### config.mk
export PLATFORM = sky130hd
export DESIGN_NAME = sync_pin_ctrl
export DESIGN_NICKNAME = d
export VERILOG_FILES = /design/src/rtl/sync_pin_pkg.sv /design/src/rtl/spc_sync.sv /design/src/rtl/spc_trigger.sv /design/src/rtl/spc_activity.sv /design/src/rtl/sync_pin_ctrl.sv
export SDC_FILE = /design/constraint.sdc
export NUM_CORES = 1
export LEC_CHECK = 0
export CAP_MARGIN = 5
export CORE_AREA = 2 2 39 41
export CTS_CLUSTER_DIAMETER = 60
export CTS_CLUSTER_SIZE = 40
export DETAILED_ROUTE_END_ITERATION = 10
export DIE_AREA = 0 0 41 43
export DONT_BUFFER_PORTS = 1
export PLACE_DENSITY = 0.39
export SLEW_MARGIN = 25
export SYNTH_ARGS = -nofsm -noshare
export SYNTH_HDL_FRONTEND = slang
export SYNTH_SLANG_ARGS = --single-unit
### constraint.sdc
create_clock -name clk -period 1.8 [get_ports clk]
set_input_delay 0.45 -clock clk [delete_from_list [all_inputs] [get_ports clk]]
set_output_delay 0.45 -clock clk [all_outputs]
set_load 0.005 [all_outputs]
### src/rtl/sync_pin_pkg.sv
package sync_pin_pkg;

  // Edge event: level is high now and was low one cycle before.
  function automatic logic rise_of(input logic now_lvl, input logic prev_lvl);
    return now_lvl & ~prev_lvl;
  endfunction

  // Activity tracker next state: a begin event sets it, a done pulse clears it with priority.
  function automatic logic next_active(input logic begin_ev, input logic cur, input logic done);
    return (begin_ev | cur) & ~done;
  endfunction

  // Start is allowed only in input mode with an idle sequencer.
  function automatic logic start_ok(input logic edge_ev, input logic is_out, input logic busy);
    return edge_ev & ~is_out & ~busy;
  endfunction

endpackage

### src/rtl/spc_sync.sv
module spc_sync #(
  parameter int STAGES = 2
) (
  input  logic clk,
  input  logic rst_n,
  input  logic d_i,
  output logic q_o
);
  logic [STAGES-1:0] chain_q;

  generate
    for (genvar g = 0; g < STAGES; g++) begin : g_stage
      if (g == 0) begin : g_first
        always_ff @(posedge clk or negedge rst_n) begin
          if (!rst_n) chain_q[0] <= 1'b0;
          else        chain_q[0] <= d_i;
        end
      end else begin : g_next
        always_ff @(posedge clk or negedge rst_n) begin
          if (!rst_n) chain_q[g] <= 1'b0;
          else        chain_q[g] <= chain_q[g-1];
        end
      end
    end
  endgenerate

  assign q_o = chain_q[STAGES-1];
endmodule

### src/rtl/spc_trigger.sv
module spc_trigger
  import sync_pin_pkg::*;
(
  input  logic clk,
  input  logic rst_n,
  input  logic level_i,
  input  logic out_mode_i,
  input  logic busy_i,
  output logic rise_o,
  output logic start_o
);
  logic prev_q;
  logic start_q;

  assign rise_o = rise_of(level_i, prev_q);

  always_ff @(posedge clk or negedge rst_n) begin
    if (!rst_n) begin
      prev_q  <= 1'b0;
      start_q <= 1'b0;
    end else begin
      prev_q  <= level_i;
      start_q <= start_ok(rise_o, out_mode_i, busy_i);
    end
  end

  assign start_o = start_q;
endmodule

### src/rtl/spc_activity.sv
module spc_activity
  import sync_pin_pkg::*;
(
  input  logic clk,
  input  logic rst_n,
  input  logic busy_i,
  input  logic done_i,
  output logic busy_rise_o,
  output logic active_o
);
  logic busy_prev_q;
  logic act_q;

  assign busy_rise_o = rise_of(busy_i, busy_prev_q);

  always_ff @(posedge clk or negedge rst_n) begin
    if (!rst_n) begin
      busy_prev_q <= 1'b0;
      act_q       <= 1'b0;
    end else begin
      busy_prev_q <= busy_i;
      act_q       <= next_active(busy_rise_o, act_q, done_i);
    end
  end

  assign active_o = act_q;
endmodule

### src/rtl/sync_pin_ctrl.sv
module sync_pin_ctrl #(
  parameter int SYNC_STAGES = 2
) (
  input  logic clk,
  input  logic rst_n,
  input  logic dir_out_i,
  input  logic pin_i,
  output logic pin_o,
  output logic pin_oe,
  input  logic seq_busy_i,
  input  logic seq_done_i,
  output logic seq_start_o
);
  logic dir_q;
  logic pin_sync_w;
  logic rise_w;
  logic busy_rise_w;
  logic active_w;

  always_ff @(posedge clk or negedge rst_n) begin
    if (!rst_n) dir_q <= 1'b0;
    else        dir_q <= dir_out_i;
  end

  spc_sync #(.STAGES(SYNC_STAGES)) u_sync (
    .clk   (clk),
    .rst_n (rst_n),
    .d_i   (pin_i),
    .q_o   (pin_sync_w)
  );

  spc_trigger u_trig (
    .clk        (clk),
    .rst_n      (rst_n),
    .level_i    (pin_sync_w),
    .out_mode_i (dir_q),
    .busy_i     (seq_busy_i),
    .rise_o     (rise_w),
    .start_o    (seq_start_o)
  );

  spc_activity u_act (
    .clk         (clk),
    .rst_n       (rst_n),
    .busy_i      (seq_busy_i),
    .done_i      (seq_done_i),
    .busy_rise_o (busy_rise_w),
    .active_o    (active_w)
  );

  assign pin_oe = dir_q;
  assign pin_o  = dir_q & active_w;
endmodule

==> flow_summary.ini <==
[yosys]
synth.net_count = 18
synth_top_area_cell = dfrtp_1
syn_area_per_cell_um2 = 17.7
ys_top_cells_by_area = dfrtp_1 (82%), nor4b_2 (7.1%), and2_2 (3.5%)
ys_ff_latch = 7
synth_edf_count = 0
async_reset_ff_share_pct = 100
synth_mux_area_share_pct = 0
synth_top_family_by_area = simple AND/OR/NAND/NOR gates
synth-simple-area-share_pct = 13.5
synthesis.area_um2 = 213
synth_cell_types = 6
ys.flop_type = dfrtp_1
synth_most_common_cell = dfrtp_1
synth_compound_area_share_pct = 2.35
yosys_warnings = 0
synth_xor_area_share_pct = 0
synth.yosys.seq_area_share_pct = 82.4
synth_top_area_share_pct = 82.4
synth-adder-area-share_pct = 0
syn_inst = 12

[timing]
slew_viol_final = 0
setup_viol = 0
fin_skew_ps = 2.19
hold_viol = 0
max_freq_ghz = 0.768
slew_headroom_pct = 79.6
rsz0062_at_grt = false
whs_ps = 233
period_share_pct = 72.3
tightest_slew_ps = 306
period_needed_ps = 1300
setup_tns_ps = 0

[clock_tree]
cts_resized = 0
numClockSinks = 7
cts_hold_buffers = 1
cts_buffer_depth = 2
post-cts-setup-buffers = 0
cts_tree = done
clkTransAtPathRegs_ps = 50
cts_max_level = 1
clock_latency_ps = 240
cts_root_buf = clkbuf_4
cts_made_buffers = 3

[cells_and_area]
num_antenna_cells = 0
layout.nets = 24
final-seq-area_um2 = 175
drive_above_1_share_pct = 29.4
area_growth_pct = 26.5
n_fill_cell = 155
multi_input_area_um2 = 33.8

[routing]
first_pass_iters = 2
drtAntennaViolNets = 0
wl_per_cell_um = 9.64
drt_wl_total_um = 318
vias = 111
viasPerCell = 3.36
route.detailed.drc = 0
drt_iter0_markers = 1

[place]
io_buffers = 0
gp_routability_congestion = 0.513

[floorplanning]
fp.coreArea_mm2 = 0.00138
ioPinCount = 9
die_area_mm2 = 0.00176
die_w_um = 41
die_h_um = 43
start_util_pct = 15.4
num_rows = 14

[run]
max-cap-violations = 0

[global_routing]
grt_use_total_pct = 5.47
antenna_found_initial = 0
overflow = 0
grt_max_degree = 8
grt_pass1_vias = 127
grt_pass1_wl_um = 538

[critical_path]
crit_path_max_incr_delay_ps = 420
critPathBufInv = 0
end_kind = output pin
path_class = reg -> out
crit_path_start_kind = register
slowest_stage = dfrtp_1
arrival_ps = 850
worstPathRequired_ps = 1350
path_delay_family = flip-flops
cp_cell_sequence = and2_2
cp_max_fo = 3

[min_path]
hp-class = in -> reg

[pwr]
ir_drop_uv = 520
pwr_density_cell_mw_per_mm2 = 1170
p_leak_uw = 0.000116

[run_status]
status = completed
## layer usage
metal / vias to the layer above / GRT usage (%) / wire length (um)
met2: 9 / 5.63 / 116
met1: 53 / 5.63 / 145
li1: 49 / - / -
met5: - / 0 / 0
met3: 0 / 9.95 / 56
met4: 0 / 0 / 0
## flip-flops by register name, summed over array words and instances, names as in the netlist
signal	cells
pin_oe	1
u_act.active_o	1
u_act.busy_prev_q	1
u_sync.chain_q	1
u_sync.q_o	1
u_trig.prev_q	1
u_trig.start_o	1
## cells in the final DEF (no fill, tap or decap)
master / Yosys / final
dfrtp_1: 7 / 7
inv_1: 1 / 1
clkbuf_4: 0 / 3
dlygate4sd3_1: 0 / 1
a21oi_1: 1 / 1
nor4b_2: 1 / 1
nand2b_1: 1 / 1
clkbuf_1: 0 / 1
and2_2: 1 / 1
## final timing paths
check                                  start                 to  slack, ps  cells past startpoint
max reg2reg                           pin_oe     u_trig.start_o       1020                      1
min                               seq_busy_i  u_act.busy_prev_q        230                      0
min reg2reg                u_sync.chain_q[0]         u_sync.q_o        350                      0
max                                   pin_oe              pin_o        500                      1
max in group asynchronous              rst_n         u_sync.q_o       1040                      1
min in group asynchronous              rst_n     u_trig.start_o        530                      1
## cell families after synthesis
logic type,count (synthesis)
simple gates,3
buf+inv,1
compound gates,1
flops,7
## where the power goes
| part | internal [uW] | leakage [uW] | switching, uW |
|---|---|---|---|
| combinational | 4.36 | 0.0000162 | 4.26 |
| sequential | 165 | 0.0000851 | 3.75 |
| clock | 84.2 | 0.0000150 | 51.6 |
| total | 254 | 0.000116 | 59.6 |
## per-stage QoR
stage / instance area (um^2) / std cells / utilization (%) / setup slack [ps] / power, uW
4_1_cts: 269 / 33 / 19.4 / 484 / 323
2_1_floorplan: 213 / 12 / - / 788 / 175
5_1_grt: 269 / 33 / 19.4 / 443 / 341
3_3_place_gp: 233 / 28 / 16.8 / 757 / 176
3_5_place_dp: 233 / 28 / 16.8 / 754 / 176
6_report: 269 / 33 / 19.4 / 498 / 314
## final cells by class
class / instances / share of cell area [%]
clock buffers: 4 / 9.77
inverters: 1 / 1.40
multi-input cells: 4 / 12.6
flip-flops and latches: 7 / 65.1
well taps: 16 / 7.44
repair buffers: 1 / 3.72
Note: power is estimated with default switching activity, not from simulation.
